==> src/rtl/vs_pkg.sv <==
// Package for the eviction victim selector.
// Holds the search state encoding and the primitive tap masks for the
// pseudo-random frame walk. Assumes walk widths from 2 to 16 bits.
package vs_pkg;

    typedef enum logic {
        SRCH_IDLE = 1'b0,
        SRCH_SCAN = 1'b1
    } srch_state_e;

    // Tap mask of a maximal-length shift-left LFSR of the given width (bit k-1 = tap k).
    function automatic logic [15:0] lfsr_tap_mask(input int width);
        case (width)
            2:       return 16'h0003;
            3:       return 16'h0006;
            4:       return 16'h000C;
            5:       return 16'h0014;
            6:       return 16'h0030;
            7:       return 16'h0060;
            8:       return 16'h00B8;
            9:       return 16'h0110;
            10:      return 16'h0240;
            11:      return 16'h0500;
            12:      return 16'h0829;
            13:      return 16'h100D;
            14:      return 16'h2015;
            15:      return 16'h6000;
            16:      return 16'hD008;
            default: return 16'h0000;
        endcase
    endfunction

endpackage

==> src/rtl/vs_scan_lfsr.sv <==
// Pseudo-random frame pointer.
// A maximal-length LFSR of LFSR_W bits steps once per step_i. Its value,
// minus one and reduced modulo NUM_FRAMES, names the current candidate
// frame. Assumes NUM_FRAMES <= 2**LFSR_W - 1 and 2 <= LFSR_W <= 16.
module vs_scan_lfsr #(
    parameter int NUM_FRAMES = 4095,
    parameter int LFSR_W     = 12,
    parameter int FRAME_W    = 12
) (
    input  logic               clk,
    input  logic               rst_n,
    input  logic               step_i,
    output logic [FRAME_W-1:0] frame_o
);

    localparam logic [LFSR_W-1:0] TAPS = LFSR_W'(vs_pkg::lfsr_tap_mask(LFSR_W));
    localparam logic [LFSR_W-1:0] SEED = LFSR_W'(1);

    logic [LFSR_W-1:0] state_q;
    logic [LFSR_W-1:0] state_nxt;

    // Next walk value, forced back to the seed should it ever reach zero.
    always_comb begin
        state_nxt = {state_q[LFSR_W-2:0], ^(state_q & TAPS)};
        if (state_nxt == '0) begin
            state_nxt = SEED;
        end
    end

    // Walk register: seeded on reset, advanced once per examined candidate.
    always_ff @(posedge clk) begin
        if (!rst_n) begin
            state_q <= SEED;
        end else if (step_i) begin
            state_q <= state_nxt;
        end
    end

    assign frame_o = FRAME_W'((32'(state_q) - 32'd1) % NUM_FRAMES);

endmodule

==> src/rtl/vs_recency_filter.sv <==
// Bloom filter of recently accessed pages.
// Two hashes per page: an XOR fold of the page number, and an XOR fold of
// the page number times an odd constant. Inserts land one cycle after
// ins_valid_i. The insertion that would be number FILTER_LIMIT clears the
// array instead. Assumes FILTER_BITS is a power of two.
module vs_recency_filter #(
    parameter int          PAGE_W       = 20,
    parameter int          FILTER_BITS  = 1024,
    parameter int          FILTER_LIMIT = 128,
    parameter logic [31:0] HASH_MULT    = 32'h9E3779B1
) (
    input  logic              clk,
    input  logic              rst_n,
    input  logic              ins_valid_i,
    input  logic [PAGE_W-1:0] ins_page_i,
    input  logic [PAGE_W-1:0] look_page_i,
    output logic              hit_o
);

    localparam int IDX_W  = $clog2(FILTER_BITS);
    localparam int NCHUNK = (PAGE_W + IDX_W - 1) / IDX_W;
    localparam int PAD_W  = NCHUNK * IDX_W;
    localparam int CNT_W  = $clog2(FILTER_LIMIT + 1);
    localparam logic [PAGE_W-1:0] MULT  = PAGE_W'(HASH_MULT);
    localparam logic [CNT_W-1:0]  LAST  = CNT_W'(FILTER_LIMIT - 1);

    logic [FILTER_BITS-1:0] bits_q;
    logic [CNT_W-1:0]       count_q;
    logic [IDX_W-1:0]       ins_h1, ins_h2, look_h1, look_h2;

    // XOR-fold a page-wide value down to a filter index.
    function automatic logic [IDX_W-1:0] fold_idx(input logic [PAGE_W-1:0] v);
        logic [PAD_W-1:0] padded;
        logic [IDX_W-1:0] acc;
        padded = PAD_W'(v);
        acc    = '0;
        for (int i = 0; i < NCHUNK; i++) begin
            acc = acc ^ padded[i*IDX_W +: IDX_W];
        end
        return acc;
    endfunction

    // Second hash: scramble by an odd multiplier, then fold.
    function automatic logic [IDX_W-1:0] mix_idx(input logic [PAGE_W-1:0] v);
        logic [PAGE_W-1:0] scrambled;
        scrambled = v * MULT;
        return fold_idx(scrambled);
    endfunction

    // Hash both the inserted page and the looked-up page.
    always_comb begin
        ins_h1  = fold_idx(ins_page_i);
        ins_h2  = mix_idx(ins_page_i);
        look_h1 = fold_idx(look_page_i);
        look_h2 = mix_idx(look_page_i);
    end

    // Filter array and insert counter: set two bits per insert, wipe at the limit.
    always_ff @(posedge clk) begin
        if (!rst_n) begin
            bits_q  <= '0;
            count_q <= '0;
        end else if (ins_valid_i) begin
            if (count_q == LAST) begin
                bits_q  <= '0;
                count_q <= '0;
            end else begin
                bits_q[ins_h1] <= 1'b1;
                bits_q[ins_h2] <= 1'b1;
                count_q        <= count_q + 1'b1;
            end
        end
    end

    assign hit_o = bits_q[look_h1] & bits_q[look_h2];

endmodule

==> src/rtl/vs_search_ctrl.sv <==
// Search sequencer.
// Accepts a request while idle, then examines one candidate per cycle.
// It stops at the first qualifying candidate or at candidate MAX_PROBES,
// and registers the chosen frame as a one-cycle result pulse. Assumes the
// candidate and its qualification are valid in every scan cycle.
module vs_search_ctrl #(
    parameter int MAX_PROBES = 16,
    parameter int FRAME_W    = 12
) (
    input  logic               clk,
    input  logic               rst_n,
    input  logic               req_valid_i,
    output logic               req_ready_o,
    input  logic [FRAME_W-1:0] cand_frame_i,
    input  logic               cand_ok_i,
    output logic               scan_o,
    output logic               vic_valid_o,
    output logic [FRAME_W-1:0] vic_frame_o
);

    import vs_pkg::*;

    localparam int PROBE_W = (MAX_PROBES > 1) ? $clog2(MAX_PROBES) : 1;
    localparam logic [PROBE_W-1:0] LAST_PROBE = PROBE_W'(MAX_PROBES - 1);

    srch_state_e         state_q;
    logic [PROBE_W-1:0]  probe_q;
    logic                take;

    assign scan_o      = (state_q == SRCH_SCAN);
    assign req_ready_o = (state_q == SRCH_IDLE);
    assign take        = scan_o && (cand_ok_i || (probe_q == LAST_PROBE));

    // State and probe counter: idle until a request, scan until a take.
    always_ff @(posedge clk) begin
        if (!rst_n) begin
            state_q <= SRCH_IDLE;
            probe_q <= '0;
        end else begin
            case (state_q)
                SRCH_IDLE: begin
                    probe_q <= '0;
                    if (req_valid_i) begin
                        state_q <= SRCH_SCAN;
                    end
                end
                SRCH_SCAN: begin
                    if (take) begin
                        state_q <= SRCH_IDLE;
                        probe_q <= '0;
                    end else begin
                        probe_q <= probe_q + 1'b1;
                    end
                end
                default: state_q <= SRCH_IDLE;
            endcase
        end
    end

    // Result register: pulse valid for one cycle and hold the chosen frame.
    always_ff @(posedge clk) begin
        if (!rst_n) begin
            vic_valid_o <= 1'b0;
            vic_frame_o <= '0;
        end else begin
            vic_valid_o <= take;
            if (take) begin
                vic_frame_o <= cand_frame_i;
            end
        end
    end

endmodule

==> src/rtl/victim_selector.sv <==
// Recency-protected eviction victim selector (top).
// Ties the pseudo-random frame walk, the recency Bloom filter and the
// search sequencer together. The page-table port is read combinationally:
// meta_page and meta_cold must answer meta_frame within the same cycle.
module victim_selector #(
    parameter int          NUM_FRAMES   = 4095,
    parameter int          PAGE_W       = 20,
    parameter int          FILTER_BITS  = 1024,
    parameter int          FILTER_LIMIT = 128,
    parameter int          MAX_PROBES   = 16,
    parameter logic [31:0] HASH_MULT    = 32'h9E3779B1
) (
    input  logic                          clk,
    input  logic                          rst_n,
    input  logic                          obs_valid,
    input  logic [PAGE_W-1:0]             obs_page,
    input  logic                          req_valid,
    output logic                          req_ready,
    output logic                          meta_req,
    output logic [$clog2(NUM_FRAMES)-1:0] meta_frame,
    input  logic [PAGE_W-1:0]             meta_page,
    input  logic                          meta_cold,
    output logic                          vic_valid,
    output logic [$clog2(NUM_FRAMES)-1:0] vic_frame
);

    localparam int FRAME_W = $clog2(NUM_FRAMES);
    localparam int LFSR_W  = $clog2(NUM_FRAMES + 1);

    logic               scan;
    logic               protect_hit;
    logic               cand_ok;
    logic [FRAME_W-1:0] cand_frame;

    vs_scan_lfsr #(
        .NUM_FRAMES (NUM_FRAMES),
        .LFSR_W     (LFSR_W),
        .FRAME_W    (FRAME_W)
    ) u_walk (
        .clk     (clk),
        .rst_n   (rst_n),
        .step_i  (scan),
        .frame_o (cand_frame)
    );

    vs_recency_filter #(
        .PAGE_W       (PAGE_W),
        .FILTER_BITS  (FILTER_BITS),
        .FILTER_LIMIT (FILTER_LIMIT),
        .HASH_MULT    (HASH_MULT)
    ) u_recent (
        .clk         (clk),
        .rst_n       (rst_n),
        .ins_valid_i (obs_valid),
        .ins_page_i  (obs_page),
        .look_page_i (meta_page),
        .hit_o       (protect_hit)
    );

    assign cand_ok = meta_cold & ~protect_hit;

    vs_search_ctrl #(
        .MAX_PROBES (MAX_PROBES),
        .FRAME_W    (FRAME_W)
    ) u_seq (
        .clk          (clk),
        .rst_n        (rst_n),
        .req_valid_i  (req_valid),
        .req_ready_o  (req_ready),
        .cand_frame_i (cand_frame),
        .cand_ok_i    (cand_ok),
        .scan_o       (scan),
        .vic_valid_o  (vic_valid),
        .vic_frame_o  (vic_frame)
    );

    assign meta_req   = scan;
    assign meta_frame = cand_frame;

endmodule

==> config.mk <==
export PLATFORM = sky130hd
export DESIGN_NAME = victim_selector
export DESIGN_NICKNAME = d
export VERILOG_FILES = /design/src/rtl/vs_pkg.sv /design/src/rtl/vs_scan_lfsr.sv /design/src/rtl/vs_recency_filter.sv /design/src/rtl/vs_search_ctrl.sv /design/src/rtl/victim_selector.sv
export SDC_FILE = /design/constraint.sdc
export NUM_CORES = 2
export LEC_CHECK = 0
export ABC_CLOCK_PERIOD_IN_PS = 9300
export BUFFER_PORTS_ARGS = -buffer_cell sky130_fd_sc_hd__buf_2
export CAP_MARGIN = 25
export CORE_ASPECT_RATIO = 0.75
export CORE_MARGIN = 8
export CORE_UTILIZATION = 24
export DETAILED_ROUTE_END_ITERATION = 10
export REMOVE_ABC_BUFFERS = 1
export SETUP_SLACK_MARGIN = 0.4
export SYNTH_ARGS = -nofsm -noshare
export SYNTH_HDL_FRONTEND = slang
export SYNTH_SLANG_ARGS = --single-unit
==> constraint.sdc <==
create_clock -name clk -period 9.3 [get_ports clk]
set_input_delay 0 -clock clk [delete_from_list [all_inputs] [get_ports clk]]
set_output_delay 0 -clock clk [all_outputs]
set_load 0.005 [all_outputs]
Word-level counts from Yosys, hierarchy flattened. Cells that the tools add are included.

Register bits: 1062. Output and inout port bits: 27. Word-level logic and storage cells: 53.

Add/subtract/negate cells: 3. $mul: 2. Div/mod/pow operators: 1. Magnitude comparators: 6. Eq/ne operators: 2. Multiplexer cells: 16. Bitwise logic cells: 10. Reduce and logical (&&, ||, !) cells: 6.

Operator list (number): $or 1024x1024->1024 (2); $mux 1024 (1); $lt 10x11->1 const B (4); $mul 20x19->20 const B (2); $xor 10x10->10 (4); $mod 32x12->32 const B (1); $bmux 1 s10 (2); $demux 1 s10 (2); $ge 10x1->1 const B (2); $sub 12x1->13 const B (1); $logic_not 12->1 (1); $mux 12 (1); $reduce_xor 12->1 (1); $add 8x1->8 const B (1); $eq 8x7->1 const B (1); $mux 8 (1); $pmux 4 s2 (1); $mux 1 (6); $add 4x1->4 const B (1); $eq 4x4->1 const B (1); $mux 4 (1); $logic_and 1x1->1 (3); $and 1x1->1 (2); $not 1->1 (2); other kinds (2) (2).

Depth between registers and ports, before layout.
Depth in word-level cells: 11. Mapped depth: 31. Gate-level depth less buffers: 24.

Cells and area by module. From an unflattened synthesis, not the netlist that was laid out.

Cells, all modules: 9141. Area total of the unflattened synthesis: 66824.1 um^2.

Modules (own cells, without submodules): vs_recency_filter (instances 1, cells an instance 8537, area an instance 62214.7 um^2, sequential area each 20659.8 um^2); vs_scan_lfsr (instances 1, cells an instance 554, area an instance 4005.1 um^2, sequential area each 240.2 um^2); vs_search_ctrl (instances 1, cells an instance 49, area an instance 590.6 um^2, sequential area each 360.3 um^2); victim_selector (instances 1, cells an instance 1, area an instance 13.8 um^2, sequential area each 0.0 um^2).

Worst setup path before layout. OpenSTA, ideal clock, no wires.

Path kind: input to register. Start: input meta_page[6]. End: register u_seq.probe_q[2]. Arrival: 6.096 ns. Path slack: 3.144 ns. Stages on the path: 23. Path through: ha_1 -> fa_1 -> inv_1 -> fa_1 -> inv_1 -> fa_1 -> fa_1 -> inv_1 -> fa_1 -> inv_1 -> ha_1 -> a21oi_1 -> o211ai_1 -> o21ai_0 -> xor2_2 -> clkbuf_1 -> nor4_1 -> a31oi_1 -> a2111o_1 -> a2bb2oi_2 -> o21ai_2 -> a2111oi_2 -> and2_1.

Longest elaborated chain between the ends: 11. Elaborated cells on any way between the ends: 14. Classes of those cells: 1 x mul; 6 x mux; 5 x bitwise; 2 x reduce/logical.

Ends and longest elaborated chain: from (decl) (line victim_selector.sv:21) `input logic [PAGE_W-1:0] meta_page,`; $mul 20x19->20 (line vs_recency_filter.sv:46) `scrambled = v * MULT;`; $xor 10x10->10 (line vs_recency_filter.sv:38) `acc = acc ^ padded[i*IDX_W +: IDX_W];`; $bmux 1 s10 (line vs_recency_filter.sv:75) `assign hit_o = bits_q[look_h1] & bits_q[look_h2];`; $mux 1 (implied by the code) (line vs_recency_filter.sv:75); $and 1x1->1 * (line vs_recency_filter.sv:75); $not 1->1 * (line victim_selector.sv:60) `assign cand_ok = meta_cold & ~protect_hit;`; $and 1x1->1 * (line victim_selector.sv:60); $logic_or 1x1->1 * (line vs_search_ctrl.sv:32) `assign take = scan_o && (cand_ok_i || (probe_q == LAST_PROBE));`; $logic_and 1x1->1 * (line vs_search_ctrl.sv:32); $mux 4 * (line vs_search_ctrl.sv:48) `if (take) begin`; $pmux 4 s2 * (line vs_search_ctrl.sv:40) `case (state_q)`; to (signal assigned) (line vs_search_ctrl.sv:52) `probe_q <= probe_q + 1'b1;`; to (decl) (line vs_search_ctrl.sv:27) `logic [PROBE_W-1:0] probe_q;`.

Every way passes the cells marked *; elsewhere a longest branch is shown, timed or not. The select of a mux whose other input is x is not followed. A chain may end at the register's enable or synchronous reset.

Worst setup path in the final report.
Start: input meta_page[6]. End: register u_seq.state_q (netlist: u_seq.scan_o).

Longest elaborated chain between the ends: 11. Elaborated cells on any way between the ends: 14. Classes of those cells: 1 x mul; 6 x mux; 5 x bitwise; 2 x reduce/logical.

Ends and longest elaborated chain: $mul 20x19->20 (line vs_recency_filter.sv:46); $xor 10x10->10 (line vs_recency_filter.sv:38); $bmux 1 s10 (line vs_recency_filter.sv:75); $mux 1 (implied by the code) (line vs_recency_filter.sv:75); $and 1x1->1 * (line vs_recency_filter.sv:75); $not 1->1 * (line victim_selector.sv:60); $and 1x1->1 * (line victim_selector.sv:60); $logic_or 1x1->1 * (line vs_search_ctrl.sv:32); $logic_and 1x1->1 * (line vs_search_ctrl.sv:32); $mux 1 * (line vs_search_ctrl.sv:48); $pmux 1 s2 * (line vs_search_ctrl.sv:40); to (signal assigned) (line vs_search_ctrl.sv:37) `state_q <= SRCH_IDLE;`; to (signal assigned) (line vs_search_ctrl.sv:44) `state_q <= SRCH_SCAN;`; to (signal assigned) (line vs_search_ctrl.sv:49) `state_q <= SRCH_IDLE;`; to (decl) (line vs_search_ctrl.sv:26) `srch_state_e state_q;`.

Marked as above.

==> results.json <==
{
  "outcome": "finished clean",
  "setup-violations-final": 0,
  "cts_max_path_buffers": 3,
  "timing.clock.skew_ns": 0.0361,
  "instances_no_fill": 11300,
  "postCtsResizedCells": 0,
  "critical_path_class": "input pin to flop",
  "ys_ff_latch": 1062,
  "seq_area_frac_synth_pct": 32.9,
  "finalNetCount": 7899,
  "clock_transition_at_the_registers_of_the_reported_paths_ns": 0.06,
  "postCtsSetupBuffers": 0,
  "numPortBuffers": 71,
  "clock_tree_from_tritoncts": "done",
  "die_w_um": 616,
  "drtAntennaViolNets": 0,
  "fmax_mhz": 124,
  "cp_max_fo": 9,
  "seq_area_um2": 21300,
  "relSlewSlack_pct": 20.5,
  "clk_latency_ns": 0.79,
  "startpoint": "meta_page[6]",
  "drt_pre_antenna_iters": 9,
  "cts_max_level": 3,
  "detail_route.iter0.violations": 12100,
  "dieHeight_um": 466,
  "rows": 165,
  "worst_slew_pin_slew_ns": 1.19,
  "synth.lib_cells_used.distinct": 103,
  "reg2reg_to": "u_seq.vic_frame_o[11]",
  "fillCellCount": 28700,
  "drt_drc_violations_left": 0,
  "final_layout_size_suffix_gt1_share_pct": 12.5,
  "ff_to_ff_setup_slack_ns": 4.27,
  "synthesis.instances": 7909,
  "tritoncts.num_buffers": 110,
  "final_min_period_over_clock_period_pct": 87.0,
  "post_synth_edffs": 0,
  "length_in_cells_of_the_worst_reg_to_reg_path": 19,
  "setup.worst_path.end": "u_seq.scan_o",
  "grt_antenna_before_repair": 20,
  "crit_path_start_kind": "input pin",
  "syn_to_final_growth_pct": 12.5,
  "clockRootBuffer": "sky130_fd_sc_hd__clkbuf_16",
  "period_needed_ns": 8.09,
  "postLayoutSetupSlackWorst_ns": 1.21,
  "gr-usage-all-layers_pct": 20.5,
  "drv_cap": 0,
  "holdWs_ns": 0.0941,
  "crit-reg2reg-launch": "u_walk.state_q[0]",
  "tritoncts_num_sinks": 1062,
  "gp_congestion": 1.03,
  "layout.cell_area.non_filler_um2": 72800,
  "syn-cell-area_um2": 64700,
  "globalRoute.totalOverflow": 0,
  "post_drt_wl_per_cell_um": 27.6,
  "core-area_um2": 269000,
  "multiInputGateArea_um2": 39900,
  "cts_hold_buffers": 4,
  "async_reset_ff_share_pct": 0,
  "routed_via_density": 5.87,
  "starting_density_of_the_core_pct": 24.1,
  "synth.yosys.warnings": 0,
  "post-place-cells": 11100,
  "floorplan.die_area_um2": 287000,
  "syn_area_per_cell_um2": 8.18,
  "io_pins": 72,
  "worst-endpoint-required_ns": 10.01,
  "sort_of_element_at_the_end_of_the_critical_path": "flop",
  "final_hold_viol_count": 0,
  "min_path_cells": 6,
  "number_of_global_route_vias_before_repair": 59200,
  "slew_viol_final": 0,
  "placement.cell_area_um2": 68700,
  "yosys_most_used_dff": "sky130_fd_sc_hd__dfxtp_1",
  "place_ws_ns": 0.881,
  "grt_start_max_net_pins": 239,
  "setup_repair_after_global_routing_missed_its_margin": "false",
  "crit_arrival_ns": 8.80,
  "first_pass_grt_wire_length_um": 443000,
  "hold_path.class": "input pin to flop",
  "route.final.wire_length_um": 311000,
  "dpl.hpwl_um": 204000,
  "vias": 66400
}
## synthesized netlist by cell type, types with 5 or more instances
| master | number | area, um^2 |
|---|---|---|
| sky130_fd_sc_hd__a211oi_1 | 62 | 465 |
| sky130_fd_sc_hd__a21o_1 | 11 | 82.6 |
| sky130_fd_sc_hd__a21oi_1 | 104 | 521 |
| sky130_fd_sc_hd__a221oi_1 | 21 | 184 |
| sky130_fd_sc_hd__a22o_1 | 7 | 61.3 |
| sky130_fd_sc_hd__a22oi_1 | 34 | 255 |
| sky130_fd_sc_hd__a311oi_1 | 14 | 123 |
| sky130_fd_sc_hd__a31oi_1 | 62 | 388 |
| sky130_fd_sc_hd__a32oi_1 | 50 | 438 |
| sky130_fd_sc_hd__and2_1 | 13 | 81.3 |
| sky130_fd_sc_hd__and3_1 | 56 | 350 |
| sky130_fd_sc_hd__buf_1 | 21 | 78.8 |
| sky130_fd_sc_hd__buf_2 | 99 | 495 |
| sky130_fd_sc_hd__buf_4 | 39 | 293 |
| sky130_fd_sc_hd__buf_6 | 27 | 304 |
| sky130_fd_sc_hd__clkbuf_1 | 524 | 1970 |
| sky130_fd_sc_hd__dfxtp_1 | 1062 | 21300 |
| sky130_fd_sc_hd__fa_1 | 114 | 2280 |
| sky130_fd_sc_hd__ha_1 | 145 | 1810 |
| sky130_fd_sc_hd__inv_1 | 232 | 871 |
| sky130_fd_sc_hd__mux2i_1 | 143 | 1430 |
| sky130_fd_sc_hd__mux4_2 | 360 | 8110 |
| sky130_fd_sc_hd__nand2_1 | 734 | 2760 |
| sky130_fd_sc_hd__nand3_1 | 161 | 806 |
| sky130_fd_sc_hd__nand4_1 | 157 | 982 |
| sky130_fd_sc_hd__nor2_1 | 1143 | 4290 |
| sky130_fd_sc_hd__nor2_2 | 6 | 37.5 |
| sky130_fd_sc_hd__nor3_1 | 41 | 205 |
| sky130_fd_sc_hd__nor4_1 | 17 | 106 |
| sky130_fd_sc_hd__o2111ai_1 | 9 | 78.8 |
| sky130_fd_sc_hd__o211ai_1 | 28 | 210 |
| sky130_fd_sc_hd__o21a_1 | 12 | 90.1 |
| sky130_fd_sc_hd__o21ai_0 | 2100 | 10500 |
| sky130_fd_sc_hd__o21ai_1 | 6 | 30.0 |
| sky130_fd_sc_hd__o22ai_1 | 14 | 87.6 |
| sky130_fd_sc_hd__o31ai_1 | 5 | 37.5 |
| sky130_fd_sc_hd__or2_2 | 6 | 37.5 |
| sky130_fd_sc_hd__or3_1 | 6 | 37.5 |
| sky130_fd_sc_hd__xnor2_1 | 97 | 850 |
| sky130_fd_sc_hd__xor2_1 | 58 | 508 |
## area by class of cell
type	instances	area share [%]
repair buffers	291	3.23
well taps	3590	6.17
flip-flops and latches	1062	29.2
inverters	233	1.20
clock buffers	150	4.28
clock inverters	53	1.07
multi-input cells	5897	54.8
diodes	20	0.0688
## logic make-up after synthesis
logic type	share of synthesized area [%]
xor+xnor	2.27
compound gates	21.9
flops	32.9
other cells	0.00580
buf+inv	6.34
fa+ha+maj	6.35
simple gates	15.4
mux	14.8
## cells in the final DEF (no fill, tap or decap), types with 28 or more instances in the layout
cell type	n
sky130_fd_sc_hd__o211ai_1	28
sky130_fd_sc_hd__a22oi_1	33
sky130_fd_sc_hd__xor2_1	51
sky130_fd_sc_hd__nand2_1	688
sky130_fd_sc_hd__nor3_1	35
sky130_fd_sc_hd__buf_2	72
sky130_fd_sc_hd__a211oi_1	62
sky130_fd_sc_hd__ha_1	145
sky130_fd_sc_hd__nand4_1	157
sky130_fd_sc_hd__buf_4	188
sky130_fd_sc_hd__and3_1	56
sky130_fd_sc_hd__fa_1	114
sky130_fd_sc_hd__o21ai_0	2099
sky130_fd_sc_hd__nand3_1	160
sky130_fd_sc_hd__mux4_2	360
sky130_fd_sc_hd__nand2_2	39
sky130_fd_sc_hd__xnor2_1	91
sky130_fd_sc_hd__clkbuf_16	111
sky130_fd_sc_hd__a32oi_1	50
sky130_fd_sc_hd__dfxtp_1	1062
sky130_fd_sc_hd__inv_1	232
sky130_fd_sc_hd__nor2_1	1132
sky130_fd_sc_hd__a31oi_1	62
sky130_fd_sc_hd__a21oi_1	104
sky130_fd_sc_hd__mux2i_1	142
## stage by stage
step	util, %	setup TNS, ns
6_report	27.1	0
5_1_grt	27.1	0
4_1_cts	27.0	0
3_5_place_dp	25.6	0
3_3_place_gp	25.5	0
2_1_floorplan	-	-5060.35
## critical path: stages
cell                            delay [ns]
sky130_fd_sc_hd__buf_2                0.14
sky130_fd_sc_hd__ha_1                 0.38
sky130_fd_sc_hd__fa_1                 0.55
sky130_fd_sc_hd__inv_1                0.05
sky130_fd_sc_hd__fa_1                 0.51
sky130_fd_sc_hd__inv_1                0.06
sky130_fd_sc_hd__fa_1                 0.46
sky130_fd_sc_hd__fa_1                 0.55
sky130_fd_sc_hd__inv_1                0.06
sky130_fd_sc_hd__fa_1                 0.52
sky130_fd_sc_hd__inv_1                0.04
sky130_fd_sc_hd__ha_1                 0.32
sky130_fd_sc_hd__a21oi_1              0.23
sky130_fd_sc_hd__o211ai_1             0.18
sky130_fd_sc_hd__o21ai_0              0.80
sky130_fd_sc_hd__xor2_2               0.77
sky130_fd_sc_hd__nand2_1              0.63
sky130_fd_sc_hd__o311ai_1             0.75
sky130_fd_sc_hd__a211oi_1             0.16
sky130_fd_sc_hd__a211oi_1             0.28
sky130_fd_sc_hd__o22a_1               0.37
sky130_fd_sc_hd__o21ai_2              0.13
sky130_fd_sc_hd__a311oi_1             0.26
sky130_fd_sc_hd__dlygate4sd3_1        0.58
## how the worst min path moves through the flow
| stage | from | endpoint | slack, ns |
|---|---|---|---|
| 2_1_floorplan | rst_n | u_walk.state_q[0] | 0.08 |
| 3_3_place_gp | meta_cold | u_seq.scan_o | 0.31 |
| 3_5_place_dp | meta_cold | u_seq.scan_o | 0.30 |
| 4_1_cts | meta_page[18] | u_seq.probe_q[0] | 0.07 |
| 5_1_grt | meta_page[18] | u_seq.probe_q[0] | 0.11 |
| 6_report | meta_page[18] | u_seq.probe_q[0] | 0.09 |
## metal layers
layer	track usage (%)	part of all wire [%]	vias up
li1	-	-	27500
met1	27.8	39	32100
met2	27.2	38	5715
met3	9.45	17	952
met4	9.40	5.4	14
met5	0	0.067	-
## flip-flops by register name (all words and copies together), names as in the netlist
| signal | flops |
|---|---|
| u_seq.scan_o | 1 |
| u_walk.state_q | 12 |
| u_seq.probe_q | 4 |
| u_seq.vic_valid_o | 1 |
| u_seq.vic_frame_o | 12 |
| u_recent.bits_q | 1024 |
| u_recent.count_q | 8 |
Power is left out: the tool's default activity adds up to more than one toggle a clock period on the data nets, which glitch-free logic cannot reach.
